$ cat config.mk
export PLATFORM = sky130hd
export DESIGN_NAME = ccd_line_segmenter
export DESIGN_NICKNAME = d
export VERILOG_FILES = /design/src/rtl/lseg_pkg.sv /design/src/rtl/lseg_seq_track.sv /design/src/rtl/lseg_black_avg.sv /design/src/rtl/lseg_correct.sv /design/src/rtl/ccd_line_segmenter.sv
export SDC_FILE = /design/constraint.sdc
export NUM_CORES = 1
export LEC_CHECK = 0
export BUFFER_PORTS_ARGS = -buffer_cell sky130_fd_sc_hd__buf_2
export CAP_MARGIN = 5
export CELL_PAD_IN_SITES_DETAIL_PLACEMENT = 0
export CELL_PAD_IN_SITES_GLOBAL_PLACEMENT = 2
export CORE_MARGIN = 2
export CORE_UTILIZATION = 43
export CTS_CLUSTER_SIZE = 10
export DETAILED_ROUTE_END_ITERATION = 16
export HOLD_SLACK_MARGIN = 0.05
export PLACE_DENSITY_LB_ADDON = 0.1
export SYNTH_ARGS = -nofsm -noshare
export SYNTH_HDL_FRONTEND = slang
export SYNTH_SLANG_ARGS = --single-unit
$ cat constraint.sdc
create_clock -name clk -period 23.5 [get_ports clk]
set_clock_uncertainty 0.1 [all_clocks]
set_input_delay 3.525 -clock clk [delete_from_list [all_inputs] [get_ports clk]]
set_output_delay 3.525 -clock clk [all_outputs]
set_load 0.005 [all_outputs]
$ cat src/rtl/lseg_pkg.sv
package lseg_pkg;

  // Rounded division by a constant: (sum + n/2) * recip >> shift
  function automatic logic [31:0] mean_round(input logic [31:0] sum,
                                             input logic [31:0] n,
                                             input logic [31:0] recip,
                                             input int unsigned shift);
    logic [63:0] prod;
    prod = (64'(sum) + 64'(n >> 1)) * 64'(recip);
    return 32'(prod >> shift);
  endfunction

  // Sample minus black level, clamped into [0, maxc]
  function automatic logic [31:0] clamp_sub(input logic [31:0] a,
                                            input logic [31:0] b,
                                            input logic [31:0] maxc);
    if (b >= a) return 32'd0;
    else if ((a - b) > maxc) return maxc;
    else return a - b;
  endfunction

endpackage

$ cat src/rtl/lseg_seq_track.sv
module lseg_seq_track #(
  parameter int POS_W   = 13,
  parameter int DW      = 12,
  parameter int N_TOTAL = 5244,
  parameter int PAR     = 0
) (
  input  logic             clk,
  input  logic             rst_n,
  input  logic             line_start,
  input  logic             in_vld,
  input  logic [POS_W-1:0] in_pos,
  input  logic [DW-1:0]    in_data,
  output logic             acc_vld,
  output logic [POS_W-1:0] acc_pos,
  output logic [DW-1:0]    acc_data,
  output logic             seq_err
);
  localparam logic [POS_W-1:0] FIRST_POS = POS_W'(1 + PAR);
  localparam logic [POS_W-1:0] LAST_POS  = POS_W'(N_TOTAL - 1 + PAR);
  localparam logic             ODD_LSB   = (PAR == 0);

  logic             active;
  logic [POS_W-1:0] exp_pos;
  logic             order_ok;
  logic             bad_order;
  logic             early_end;

  assign order_ok  = (in_pos == exp_pos);
  assign acc_vld   = in_vld && active && !line_start && order_ok;
  assign bad_order = in_vld && active && !line_start && !order_ok;
  assign early_end = line_start && active;
  assign seq_err   = bad_order || early_end;
  assign acc_pos   = in_pos;
  assign acc_data  = in_data;

  always_ff @(posedge clk) begin
    if (!rst_n) begin
      active  <= 1'b0;
      exp_pos <= FIRST_POS;
    end else if (line_start) begin
      active  <= 1'b1;
      exp_pos <= FIRST_POS;
    end else if (bad_order) begin
      active  <= 1'b0;
    end else if (acc_vld) begin
      exp_pos <= exp_pos + POS_W'(2);
      if (in_pos == LAST_POS) active <= 1'b0;
    end
  end

  // accepted positions carry this channel's parity
  assert_chan_parity_R2: assert property (@(posedge clk) disable iff (!rst_n)
    acc_vld |-> (acc_pos[0] == ODD_LSB));

  // an error stops the channel until a line start
  assert_halt_after_err_R9: assert property (@(posedge clk) disable iff (!rst_n)
    (seq_err && !line_start) |=> !acc_vld);

endmodule

$ cat src/rtl/lseg_black_avg.sv
module lseg_black_avg #(
  parameter int POS_W     = 13,
  parameter int DW        = 12,
  parameter int BLK_FIRST = 5,
  parameter int BLK_N     = 10
) (
  input  logic             clk,
  input  logic             rst_n,
  input  logic             clr,
  input  logic             acc_vld,
  input  logic [POS_W-1:0] acc_pos,
  input  logic [DW-1:0]    acc_data,
  output logic [DW-1:0]    mean,
  output logic             mean_rdy
);
  import lseg_pkg::*;

  localparam int             SUM_W   = DW + $clog2(BLK_N + 1);
  localparam int             CNT_W   = $clog2(BLK_N + 1);
  localparam int             RSHIFT  = SUM_W + $clog2(BLK_N);
  localparam logic [63:0]    RECIP64 = ((64'd1 << RSHIFT) + 64'(BLK_N) - 64'd1) / 64'(BLK_N);
  localparam logic [31:0]    RECIP   = RECIP64[31:0];
  localparam int             BLK_LAST = BLK_FIRST + 2 * (BLK_N - 1);

  logic [SUM_W-1:0] sum_q;
  logic [SUM_W-1:0] sum_nx;
  logic [CNT_W-1:0] cnt_q;
  logic             is_blk;
  logic             take;
  logic [31:0]      mean_full;

  assign is_blk    = (acc_pos >= POS_W'(BLK_FIRST)) && (acc_pos <= POS_W'(BLK_LAST));
  assign take      = acc_vld && is_blk && !mean_rdy;
  assign sum_nx    = sum_q + SUM_W'(acc_data);
  assign mean_full = mean_round(32'(sum_nx), 32'(BLK_N), RECIP, RSHIFT);

  always_ff @(posedge clk) begin
    if (!rst_n) begin
      sum_q    <= '0;
      cnt_q    <= '0;
      mean     <= '0;
      mean_rdy <= 1'b0;
    end else if (clr) begin
      sum_q    <= '0;
      cnt_q    <= '0;
      mean_rdy <= 1'b0;
    end else if (take) begin
      sum_q <= sum_nx;
      cnt_q <= cnt_q + CNT_W'(1);
      if (cnt_q == CNT_W'(BLK_N - 1)) begin
        mean     <= mean_full[DW-1:0];
        mean_rdy <= 1'b1;
      end
    end
  end

  // the mean becomes ready only on the last of BLK_N samples
  assert_mean_on_last_R3: assert property (@(posedge clk) disable iff (!rst_n)
    $rose(mean_rdy) |-> ($past(cnt_q) == CNT_W'(BLK_N - 1)));

  // never more than BLK_N samples collected
  assert_count_bound_R3: assert property (@(posedge clk) disable iff (!rst_n)
    cnt_q <= CNT_W'(BLK_N));

endmodule

$ cat src/rtl/lseg_correct.sv
module lseg_correct #(
  parameter int POS_W  = 13,
  parameter int DW     = 12,
  parameter int N_LEAD = 74,
  parameter int N_EFF  = 5150
) (
  input  logic             clk,
  input  logic             rst_n,
  input  logic             acc_vld,
  input  logic [POS_W-1:0] acc_pos,
  input  logic [DW-1:0]    acc_data,
  input  logic [DW-1:0]    mean,
  input  logic             mean_rdy,
  output logic             o_vld,
  output logic [POS_W-1:0] o_num,
  output logic [DW-1:0]    o_data,
  output logic             o_first,
  output logic             o_last
);
  import lseg_pkg::*;

  localparam logic [31:0] MAXC = 32'((64'd1 << DW) - 64'd1);

  logic        is_eff;
  logic        emit;
  logic [31:0] corr;

  assign is_eff = (acc_pos > POS_W'(N_LEAD)) && (acc_pos <= POS_W'(N_LEAD + N_EFF));
  assign emit   = acc_vld && is_eff;
  assign corr   = clamp_sub(32'(acc_data), 32'(mean), MAXC);

  always_ff @(posedge clk) begin
    if (!rst_n) begin
      o_vld   <= 1'b0;
      o_num   <= '0;
      o_data  <= '0;
      o_first <= 1'b0;
      o_last  <= 1'b0;
    end else begin
      o_vld   <= emit;
      o_first <= emit && (acc_pos == POS_W'(N_LEAD + 1));
      o_last  <= emit && (acc_pos == POS_W'(N_LEAD + N_EFF));
      if (emit) begin
        o_num  <= acc_pos - POS_W'(N_LEAD);
        o_data <= corr[DW-1:0];
      end
    end
  end

  // the black mean is complete before any effective pixel
  assert_black_first_R3: assert property (@(posedge clk) disable iff (!rst_n)
    emit |-> mean_rdy);

  // emitted numbers stay inside the effective range
  assert_num_range_R5: assert property (@(posedge clk) disable iff (!rst_n)
    o_vld |-> ((o_num >= POS_W'(1)) && (o_num <= POS_W'(N_EFF))));

  // subtraction never raises a pixel above its raw sample
  assert_no_gain_R4: assert property (@(posedge clk) disable iff (!rst_n)
    o_vld |-> (o_data <= $past(acc_data)));

  // markers only ride on valid pixels
  assert_marker_valid_R6: assert property (@(posedge clk) disable iff (!rst_n)
    (o_first || o_last) |-> o_vld);

endmodule

$ cat src/rtl/ccd_line_segmenter.sv
module ccd_line_segmenter #(
  parameter int DW        = 12,
  parameter int N_LEAD    = 74,
  parameter int N_EFF     = 5150,
  parameter int N_TRAIL   = 20,
  parameter int BLK_FIRST = 5,
  parameter int BLK_N     = 10,
  localparam int N_TOTAL  = N_LEAD + N_EFF + N_TRAIL,
  localparam int POS_W    = $clog2(N_TOTAL + 1)
) (
  input  logic             clk,
  input  logic             rst_n,
  input  logic             line_start,
  input  logic             odd_vld,
  input  logic [POS_W-1:0] odd_pos,
  input  logic [DW-1:0]    odd_data,
  input  logic             even_vld,
  input  logic [POS_W-1:0] even_pos,
  input  logic [DW-1:0]    even_data,
  output logic             out_odd_vld,
  output logic [POS_W-1:0] out_odd_num,
  output logic [DW-1:0]    out_odd_data,
  output logic             out_even_vld,
  output logic [POS_W-1:0] out_even_num,
  output logic [DW-1:0]    out_even_data,
  output logic             out_sol,
  output logic             out_eol,
  output logic             seq_err
);
  localparam int N_CH = 2;

  logic             in_vld   [N_CH];
  logic [POS_W-1:0] in_pos   [N_CH];
  logic [DW-1:0]    in_data  [N_CH];
  logic             acc_vld  [N_CH];
  logic [POS_W-1:0] acc_pos  [N_CH];
  logic [DW-1:0]    acc_data [N_CH];
  logic             ch_err   [N_CH];
  logic [DW-1:0]    blk_mean [N_CH];
  logic             blk_rdy  [N_CH];
  logic             o_vld    [N_CH];
  logic [POS_W-1:0] o_num    [N_CH];
  logic [DW-1:0]    o_data   [N_CH];
  logic             o_first  [N_CH];
  logic             o_last   [N_CH];
  logic             err_event;
  logic             err_q;

  assign in_vld[0]  = odd_vld;
  assign in_pos[0]  = odd_pos;
  assign in_data[0] = odd_data;
  assign in_vld[1]  = even_vld;
  assign in_pos[1]  = even_pos;
  assign in_data[1] = even_data;

  for (genvar c = 0; c < N_CH; c++) begin : g_ch
    lseg_seq_track #(
      .POS_W(POS_W), .DW(DW), .N_TOTAL(N_TOTAL), .PAR(c)
    ) u_track (
      .clk(clk), .rst_n(rst_n), .line_start(line_start),
      .in_vld(in_vld[c]), .in_pos(in_pos[c]), .in_data(in_data[c]),
      .acc_vld(acc_vld[c]), .acc_pos(acc_pos[c]), .acc_data(acc_data[c]),
      .seq_err(ch_err[c])
    );

    lseg_black_avg #(
      .POS_W(POS_W), .DW(DW), .BLK_FIRST(BLK_FIRST + c), .BLK_N(BLK_N)
    ) u_black (
      .clk(clk), .rst_n(rst_n), .clr(line_start),
      .acc_vld(acc_vld[c]), .acc_pos(acc_pos[c]), .acc_data(acc_data[c]),
      .mean(blk_mean[c]), .mean_rdy(blk_rdy[c])
    );

    lseg_correct #(
      .POS_W(POS_W), .DW(DW), .N_LEAD(N_LEAD), .N_EFF(N_EFF)
    ) u_corr (
      .clk(clk), .rst_n(rst_n),
      .acc_vld(acc_vld[c]), .acc_pos(acc_pos[c]), .acc_data(acc_data[c]),
      .mean(blk_mean[c]), .mean_rdy(blk_rdy[c]),
      .o_vld(o_vld[c]), .o_num(o_num[c]), .o_data(o_data[c]),
      .o_first(o_first[c]), .o_last(o_last[c])
    );
  end

  assign err_event = ch_err[0] || ch_err[1];

  always_ff @(posedge clk) begin
    if (!rst_n) err_q <= 1'b0;
    else if (err_event) err_q <= 1'b1;
  end

  assign out_odd_vld   = o_vld[0];
  assign out_odd_num   = o_num[0];
  assign out_odd_data  = o_data[0];
  assign out_even_vld  = o_vld[1];
  assign out_even_num  = o_num[1];
  assign out_even_data = o_data[1];
  assign out_sol       = o_first[0] || o_first[1];
  assign out_eol       = o_last[0] || o_last[1];
  assign seq_err       = err_q;

  // the error flag never clears outside reset
  assert_err_sticky_R8: assert property (@(posedge clk) disable iff (!rst_n)
    seq_err |=> seq_err);

  // every channel error event reaches the flag
  assert_err_captured_R8: assert property (@(posedge clk) disable iff (!rst_n)
    err_event |=> seq_err);

  // start and end markers are never raised together
  assert_markers_apart_R6: assert property (@(posedge clk) disable iff (!rst_n)
    !(out_sol && out_eol));

endmodule

==> results.tsv <==
stage	metric	value	unit
global_route	global-route wire length before repair	74700	um
hold_path	Worst Hold Path EP	g_ch[1].u_corr.o_data[7]$_SDFFE_PN0P_	
synth	top_reg_cell synth	dfxtp_1	
critical_path	Worst Reg-to-Reg Cells	31	
timing	slew at the pin closest to its max-slew limit	1.14	ns
critical_path	Worst Path Required	23.73	ns
timing	Peak Freq	83.1	MHz
final_layout	Diodes inserted	0	
synth	Synth cell types	82	
clock_tree	H-tree levels	4	
critical_path	reg2reg start	g_ch[1].u_black.sum_q[0]$_SDFFE_PP0P_	
critical_path	Worst EP arrival	12.27	ns
global_route	initial antenna violation count	1	
final_layout	Final nets	2685	
critical_path	setup slack on the worst flop-to-flop path	14.35	ns
synth	area leader, netlist	ha_1	
critical_path	FF-to-FF End	g_ch[1].u_black.mean[11]$_SDFFE_PN0P_	
critical_path	kind of critical path	in -> reg	
global_route	GRT busiest layer	met2	
clock_tree	Post-CTS Hold Buffers	0	
synth	EDFF count, synth	0	
clock_tree	Bufs on Longest Clock Path	2	
final_layout	fraction of layout cells with a size suffix above 1	8.27	%
detailed_routing	DR iter-0 viols	778	
clock_tree	worst skew pair latency	0.45	ns
synth	asr flop ratio synth	0	%
die	die height	210	um
synth	mapped cell area	0.0183	mm^2
synth	Synth Warn #	0	
clock_tree	Reg clk slew, reported paths	0.07	ns
timing	max-slew violations	0	
detailed_routing	DRC Markers	0	
clock_tree	CTS root buffer	clkbuf_16	
placement	DPL Wire Length	38000	um
global_route	met1 Usage GRT	31.7	%
placement	Port Buffers	109	
clock_tree	CTS Sinks	149	
job	max-cap violations	0	
critical_path	CP peak stage delay	0.93	ns
status	status	complete, no violations	
clock_tree	CTS buffer count	17	
timing	Final Hold Viols	0	
timing	RSZ-0062 raised after global routing	no	
global_route	met2 usage	32.6	%
detailed_routing	wire length per cell	16.7	um
clock_tree	CTS tree	yes	
timing	Sum Neg Setup Slack	0	ns
detailed_routing	Total Wirelength	45100	um
synth	sequential-to-total area share from yosys stat	16.3	%
synth	most common cell in the netlist	inv_1	
critical_path	slowest CP cell	a211oi_1	
final_layout	Area Overhead vs Synth	9.26	%
synth	flops & latches, synth	149	
global_route	total grt overflow	0	
synth	Synth Instances	2067	
clock_tree	CTS resizes	0	
timing	Final Setup Violations	0	
pwr	Net Sw Power	0.832	mW
detailed_routing	routed via count	13900	
timing	Final Cycle Share	51.2	%
pwr	Seq pwr share	14.3	%
hold_path	hold path cells	2	
timing	Tmin final	12.04	ns
placement	GPL Wtd Cong	0.895	
pwr	Int Pwr	0.946	mW
die	Std-Cell Rows	75	
clock_tree	# Post-CTS Setup Buffers	0	
pwr	Power Density	89.0	mW/mm^2
timing	max_slew headroom	23.9	%
die	core area	0.0419	mm^2
detailed_routing	DR pass1 iterations	5	
synth	top cell type's share of synthesized area	21.6	%
pwr	Leakage	9.95	nW
die	IO Pins	110	
critical_path	critical path capture point type	register	
synth	syn_area_per_cell	8.84	um^2
global_route	total track usage	21.4	%
global_route	GRT met3 Usage	3.37	%
die	starting density of the core	43.6	%
die	die width	210	um
detailed_routing	DRT antenna net count	0	
critical_path	Critical path origin	even_data[0]	
detailed_routing	Via density	5.13	
die	die area	0.0442	mm^2
pwr	Max VDD drop	0.0994	mV
pwr	switch share	46.8	%
global_route	vias in the first global route	14100	
critical_path	type of origin of the critical path	input port	
pwr	clock network power share	16.9	%
synth	synth cell count leaders	inv_1, ha_1, fa_1	
critical_path	top fanout value on the critical path	5	
hold_path	Hold Path Origin	g_ch[1].u_corr.o_data[7]$_SDFFE_PN0P_	
pwr	Logic pwr share	68.8	%
critical_path	most frequent CP cell	fa_1	
global_route	largest net degree at the start of global routing	67	
timing	WHS	0.347	ns
synth	ranking of synthesized cells by area	ha_1, fa_1, dfxtp_1, inv_1, xnor2_1	
hold_path	Hold Crit Class	reg -> reg	
## power groups by stage
stage / Clock (mW) / Sequential [mW] / Combinational (mW)
detailed placement: 0 / 0.259 / 1.23
floorplan: 0 / 0.259 / 0.910
global route: 0.319 / 0.253 / 1.43
finish: 0.301 / 0.253 / 1.22
CTS: 0.309 / 0.253 / 1.25
global placement: 0 / 0.259 / 1.23
## state kept, by name (all words and copies together) (netlist names)
signal / cells
g_ch.u_corr.o_first: 2
g_ch.u_corr.o_data: 24
g_ch.u_corr.o_num: 26
g_ch.u_black.sum_q: 32
g_ch.u_black.mean_rdy: 2
g_ch.u_track.active: 2
g_ch.u_corr.o_vld: 2
g_ch.u_corr.o_last: 2
g_ch.u_black.cnt_q: 8
g_ch.u_black.mean: 24
g_ch.u_track.exp_pos: 24
seq_err: 1
## stage by stage
step                setup slack [ns]  total power, mW  instance area [um^2]  util (%)  instances
floorplan                      12.24             1.17                 18300         -       2068
global placement               11.36             1.49                 19300      46.1       2671
detailed placement             11.21             1.49                 19300      46.1       2671
CTS                            11.65             1.81                 20000      47.6       2703
global route                   10.92             2.00                 20000      47.6       2703
finish                         11.46             1.78                 20000      47.6       2703
## cells by family after synthesis
family | count (synthesis) | synth area share (%)
and+or+nand+nor | 490 | 13.2
adders and majority gates | 480 | 39.6
buffers and inverters | 407 | 8.50
AOI/OAI and AO/OA | 312 | 10.9
xor gates and xnor gates | 193 | 9.49
DFF | 149 | 16.3
muxes | 35 | 1.92
other | 1 | 0.0205
## area by class of cell
type | count | area [um^2]
Fill cell | 4144 | 22000
Multi-Input combinational cell | 1512 | 13800
Sequential cell | 149 | 2980
Inverter | 355 | 1330
Tap cell | 539 | 674
Timing Repair Buffer | 116 | 598
Clock buffer | 19 | 443
Clock inverter | 13 | 193
## worst max-delay path: cells and delay by family
| family | cells | cell delay [ns] |
|---|---|---|
| fa+ha+maj | 9 | 3.56 |
| compound gates | 11 | 2.83 |
| xor+xnor | 2 | 1.13 |
| simple gates | 5 | 0.88 |
| buf+inv | 5 | 0.31 |
## layout by cell type, fill, tap and decap left out, drive strengths merged, types with 41 or more instances in the layout
cell	n
ha	315
a21oi	112
buf	116
fa	164
xor2	79
o21ai	55
nand2	110
xnor2	114
dfxtp	149
a21o	41
nor2	163
inv	359
## worst max path at each step
| stage | end | slack (ns) |
|---|---|---|
| 6_report | g_ch[1].u_black.mean[11]$_SDFFE_PN0P_ | 11.46 |
| 5_1_grt | g_ch[1].u_black.mean[11]$_SDFFE_PN0P_ | 10.92 |
| 4_1_cts | g_ch[1].u_black.mean[11]$_SDFFE_PN0P_ | 11.65 |
| 3_5_place_dp | g_ch[1].u_black.mean[11]$_SDFFE_PN0P_ | 11.21 |
| 3_3_place_gp | g_ch[0].u_black.mean[5]$_SDFFE_PN0P_ | 11.36 |
| 2_1_floorplan | g_ch[0].u_black.mean[11]$_SDFFE_PN0P_ | 12.24 |
## layer usage
metal | routed length, um | share of wire, %
met1 | 23300 | 52
met2 | 19400 | 43
met3 | 1720 | 3.8
met4 | 626 | 1.4
met5 | 13 | 0.029
(Power assumes the default switching activity.)
